## src/rtl/dbnc_pkg.sv

```systemverilog
package dbnc_pkg;
  // Strobes from control to datapath
  typedef struct packed {
    logic follow; // filter off: stored level tracks the raw pin
    logic commit; // window finished: stored level takes the raw pin
  } dbnc_strobe_t;
endpackage

```

## src/rtl/dbnc_ctrl.sv

```systemverilog
module dbnc_ctrl
  import dbnc_pkg::*;
#(
  parameter int CYCLES_PER_MS = 1000,
  parameter int CODE_W = 3
) (
  input  logic              clk,
  input  logic              rstN,
  input  logic              enIn,
  input  logic [CODE_W-1:0] codeIn,
  input  logic              mismatch,
  input  logic              cfgChg,
  output dbnc_strobe_t      strobe
);
  localparam int MAX_EXP = (1 << CODE_W) - 1;
  localparam int MS_W    = (MAX_EXP > 0) ? MAX_EXP : 1;

  logic            restart;
  logic            msTick;
  logic            lastMs;
  logic            windowDone;
  logic [MS_W-1:0] msQ;
  logic [MS_W-1:0] msLimit;

  assign restart    = !enIn || !mismatch || cfgChg;
  assign msLimit    = MS_W'((32'd1 << codeIn) - 32'd1);
  assign lastMs     = (msQ == msLimit);
  assign windowDone = !restart && msTick && lastMs;

  generate
    if (CYCLES_PER_MS > 1) begin : g_pre
      localparam int PRE_W = $clog2(CYCLES_PER_MS);
      logic [PRE_W-1:0] preQ;
      assign msTick = (preQ == PRE_W'(CYCLES_PER_MS - 1));
      always_ff @(posedge clk) begin
        if (!rstN || restart || msTick) preQ <= '0;
        else                            preQ <= preQ + 1'b1;
      end
    end else begin : g_nopre
      assign msTick = 1'b1;
    end
  endgenerate

  always_ff @(posedge clk) begin
    if (!rstN || restart || windowDone) msQ <= '0;
    else if (msTick)                    msQ <= msQ + 1'b1;
  end

  always_comb begin
    strobe.follow = !enIn;
    strobe.commit = windowDone;
  end
endmodule

```

## src/rtl/dbnc_path.sv

```systemverilog
module dbnc_path
  import dbnc_pkg::*;
#(
  parameter int CODE_W = 3
) (
  input  logic              clk,
  input  logic              rstN,
  input  logic              rawIn,
  input  logic              enIn,
  input  logic [CODE_W-1:0] codeIn,
  input  dbnc_strobe_t      strobe,
  output logic              mismatch,
  output logic              cfgChg,
  output logic              filtOut
);
  logic              filtQ;
  logic [CODE_W:0]   cfgQ;

  always_ff @(posedge clk) begin
    cfgQ <= {enIn, codeIn};
    if (!rstN || strobe.follow || strobe.commit) filtQ <= rawIn;
  end

  assign mismatch = (rawIn != filtQ);
  assign cfgChg   = ({enIn, codeIn} != cfgQ);
  assign filtOut  = enIn ? filtQ : rawIn;
endmodule

```

## src/rtl/ms_debounce_filter.sv

```systemverilog
module ms_debounce_filter
  import dbnc_pkg::*;
#(
  parameter int CYCLES_PER_MS = 1000,
  parameter int CODE_W        = 3,
  parameter int CTRL_W        = 9,
  parameter int EN_POS        = 8,
  parameter int CODE_POS      = 5
) (
  input  logic              clk,
  input  logic              rstN,
  input  logic              rawIn,
  input  logic [CTRL_W-1:0] ctrlWord,
  output logic              filtOut
);
  logic              enIn;
  logic [CODE_W-1:0] codeIn;
  logic              mismatch;
  logic              cfgChg;
  logic              unusedCtrl;
  dbnc_strobe_t      strobe;

  assign enIn       = ctrlWord[EN_POS];
  assign codeIn     = ctrlWord[CODE_POS +: CODE_W];
  assign unusedCtrl = ^ctrlWord;

  dbnc_ctrl #(.CYCLES_PER_MS(CYCLES_PER_MS), .CODE_W(CODE_W)) u_ctrl (
    .clk(clk), .rstN(rstN), .enIn(enIn), .codeIn(codeIn),
    .mismatch(mismatch), .cfgChg(cfgChg), .strobe(strobe)
  );

  dbnc_path #(.CODE_W(CODE_W)) u_path (
    .clk(clk), .rstN(rstN), .rawIn(rawIn), .enIn(enIn), .codeIn(codeIn),
    .strobe(strobe), .mismatch(mismatch), .cfgChg(cfgChg), .filtOut(filtOut)
  );
endmodule

```

## config.mk

```make
export PLATFORM = sky130hd
export DESIGN_NAME = ms_debounce_filter
export DESIGN_NICKNAME = d
export VERILOG_FILES = /design/src/rtl/dbnc_pkg.sv /design/src/rtl/dbnc_ctrl.sv /design/src/rtl/dbnc_path.sv /design/src/rtl/ms_debounce_filter.sv
export SDC_FILE = /design/constraint.sdc
export NUM_CORES = 1
export LEC_CHECK = 0
export ABC_AREA = 1
export BUFFER_PORTS_ARGS = -buffer_cell sky130_fd_sc_hd__buf_2
export CAP_MARGIN = 30
export CORE_MARGIN = 10
export CORE_UTILIZATION = 53
export CTS_CLUSTER_DIAMETER = 40
export DETAILED_ROUTE_END_ITERATION = 7
export GPL_TIMING_DRIVEN = 0
export HOLD_SLACK_MARGIN = 0.06
export PLACE_DENSITY = 0.8
export SYNTH_ARGS = -nofsm -noshare
export SYNTH_HDL_FRONTEND = slang
export SYNTH_SLANG_ARGS = --single-unit
export TNS_END_PERCENT = 10
```

## constraint.sdc

```tcl
create_clock -name clk -period 2.1 [get_ports clk]
set_clock_uncertainty 0.05 [all_clocks]
set_input_delay 0.105 -clock clk [delete_from_list [all_inputs] [get_ports clk]]
set_output_delay 0.105 -clock clk [all_outputs]
set_load 0.05 [all_outputs]
```

==> flow_metrics.tcl <==
set metrics [dict create \
    grt_max_degree 13 \
    wl_per_cell_microns 10.5 \
    power.density_nw_per_um2 561 \
    synth_flop_cell "dfxtp_1" \
    syn_nets 170 \
    globalplace.congestion 0.858 \
    slowest_delay_ps 530 \
    cts.sinks 22 \
    crit_type "input pin to flop" \
    peakVddDrop_mv 0.355 \
    worst_ep_arrival_time_ps 1700 \
    yosysMostFrequentCell "nand2_1" \
    io-pin-count 13 \
    status "complete, no violations" \
    final_antenna_net_count 0 \
    wl_microns 2090 \
    power_mw 0.723 \
    cp_slowest_cell "dlygate4sd3_1" \
    port_buffers 7 \
    async_reset_ff_share_pct 0 \
    clk_pin_slew_worst_paths_ps 130 \
    leakage_nw 0.505 \
    worstPathCellList "dlygate4sd3_1 > buf_2 > buf_2 > nor2_1 > nand2_1 > nand2_1 > nand2_1 > nor2_1 > nand2_1 > nor2_1 > nand2_1 > nand3_1" \
    cts-resized-gates 0 \
    syn_area_sq_um 1120 \
    row_count 16 \
    maxCapViolCount 0 \
    dr.pass1.iters 4 \
    crit_required_ps 2090 \
    grt_first_pass_wirelength_microns 3820 \
    remaining_drc_errors 0 \
    cts.htree.levels 1 \
    synth.distinct_cells 25 \
    path_max_fanout 8 \
    diodes 0 \
    worstSetupStartpointType "input pin" \
    grt.total_usage_pct 10.6 \
    cts_made_buffers 3 \
    synth_top_cell_by_area "dfxtp_1" \
    cts_tree "done" \
    grt_pass1_vias 921 \
    yosysSeqAreaShare_pct 40.0 \
    die_w_microns 66.1 \
    initial_core_util_pct 56.8 \
    antenna_found_initial 0 \
    die_h_microns 66.1 \
    finish.utilization_pct 65.1 \
    syn2layout_area_growth_pct 14.7 \
    dpl.hpwl_microns 1530 \
    yosys_warnings 0 \
    core_sq_um 1980 \
    cts_max_path_buffers 2 \
    synth_area_per_cell_sq_um 7.21 \
    clk-insertion-delay-late_ps 310 \
    synth.top_cells.by_count "36 x nand2_1, 33 x nor2_1, 21 x dfxtp_1" \
    hold_path.class "input pin to flop" \
    max_freq_mhz 587 \
    fin_setup_tns_ps 0 \
    synth_top_area_share_pct 37.4 \
    end_kind "flop" \
    hold_viol 0 \
    drtIter0Drc 30 \
    relSlewSlack_pct 79.6 \
    period_share_pct 81.1 \
    syn-instance-count 156 \
    grt-ovfl-total 0 \
    clock_tree.root_cell "clkbuf_4" \
    via_per_inst 4.68 \
    yosys_register_bits 22 \
    crit_top_cell "nand2_1" \
    via_count 936 \
    dpl.cell_count 190 \
    die_area_sq_um 4370 \
    ys_top_cells_by_area "dfxtp_1 37%, nand2_1 12%, nor2_1 11%" \
    cp_num_buf_inv 3 \
    finalMaxSlewViolations 0 \
    rsz0062_at_grt "no" \
    final_layout_size_suffix_gt1_share_pct 14.5 \
    fin_hold_ws_ps 388 \
    finalSetupViolations 0 \
    final_cell_count_no_fill 200 \
    worst_pin_slew_ps 305 \
    period_needed_ps 1700 \
    cpLargestDelayFamily "buffers and inverters" \
    synth-edff-count 1 \
    nets 188 \
]
[registers in the layout, indices dropped and copies added (netlist names)]
| signal | flops |
|---|---|
| u_ctrl.g_pre.preQ | 10 |
| u_path.filtQ | 1 |
| u_path.cfgQ | 4 |
| u_ctrl.msQ | 7 |
[worst reg2reg max path, stage by stage, from the launching register on]
cell	delay (ps)
dfxtp_1	370
ha_1	180
nand2_1	80
nor2_1	110
nand3_2	190
clkinv_2	120
nand2_1	70
nor2_1	80
nand2_1	80
nand3_1	90
[cell families after synthesis]
kind of cell	Yosys count	synth area share (%)
AO/OA/AOI/OAI	4	2.11
XOR/XNOR	14	10.9
adder cells (fa/ha/maj)	2	2.22
buffers and inverters	23	7.90
flip-flops	22	40.0
multiplexers	1	1.00
AND/OR/NAND/NOR	90	35.8
[what timing repair did]
item / CTS / global route
hold buffers: 6 / 0
endpoints found under the hold margin: 7 / 0
buffers inserted: 0 / 0
[worst paths after layout]
kind / cells after the start / end / slack (ps) / startpoint
setup / recovery: 12 / u_path.filtQ$_DFFE_PP_ / 400 / ctrlWord[7]
hold / removal: 2 / u_path.cfgQ[2]$_DFF_P_ / 390 / ctrlWord[7]
setup reg to reg: 9 / u_path.filtQ$_DFFE_PP_ / 420 / u_ctrl.g_pre.preQ[0]$_SDFF_PP0_
hold reg to reg: 1 / u_ctrl.g_pre.preQ[0]$_SDFF_PP0_ / 420 / u_ctrl.g_pre.preQ[0]$_SDFF_PP0_
[cell usage in the layout, fill, tap and decap left out]
| cell | count |
|---|---|
| dlygate4sd3_1 | 6 |
| nor2_4 | 1 |
| mux2_2 | 1 |
| nand3_1 | 8 |
| clkbuf_8 | 1 |
| nand2_1 | 36 |
| buf_2 | 8 |
| xnor2_1 | 2 |
| nor3_2 | 2 |
| nand2_2 | 1 |
| dfxtp_1 | 21 |
| nand3_2 | 2 |
| clkbuf_4 | 3 |
| xor2_1 | 12 |
| nor3_1 | 2 |
| ha_1 | 2 |
| a21oi_2 | 1 |
| nor4_1 | 1 |
| nand4_1 | 1 |
| or2_2 | 1 |
| inv_2 | 1 |
| o21ai_0 | 3 |
| nor2_1 | 33 |
| nor2_2 | 1 |
| edfxtp_1 | 1 |
| nand2_4 | 1 |
| inv_1 | 20 |
| clkinv_2 | 1 |
[per-layer routing]
metal  GRT usage [%]  share of wire (%)  vias up
li1                -                  -      506
met1            12.8                 47      409
met2            17.6                 47       19
met3            2.54                4.8        2
met4            4.19               0.76        0
met5               0                  0        -
[final cells by class]
class,count,area (sq um)
fillers,167,692
multi-input cells,111,586
flip-flops and latches,22,450
repair buffers,13,95.1
inverters,22,83.8
clock buffers,4,36.3
well taps,27,33.8
plain buffers,1,5.00
[report_power, final]
part	total (mW)	leakage [nW]	switching (mW)	internal (mW)
clock	0.233	0.0210	0.127	0.106
sequential	0.430	0.181	0.00309	0.427
combinational	0.0603	0.303	0.0354	0.0249
total	0.723	0.505	0.166	0.557
[through the flow]
stage,cell area (sq um),setup WS [ps]
6_report,1290,396
5_1_grt,1290,241
4_1_cts,1290,386
3_5_place_dp,1190,392
3_3_place_gp,1190,434
2_1_floorplan,1120,580
Power figures use the tool's default switching activity.
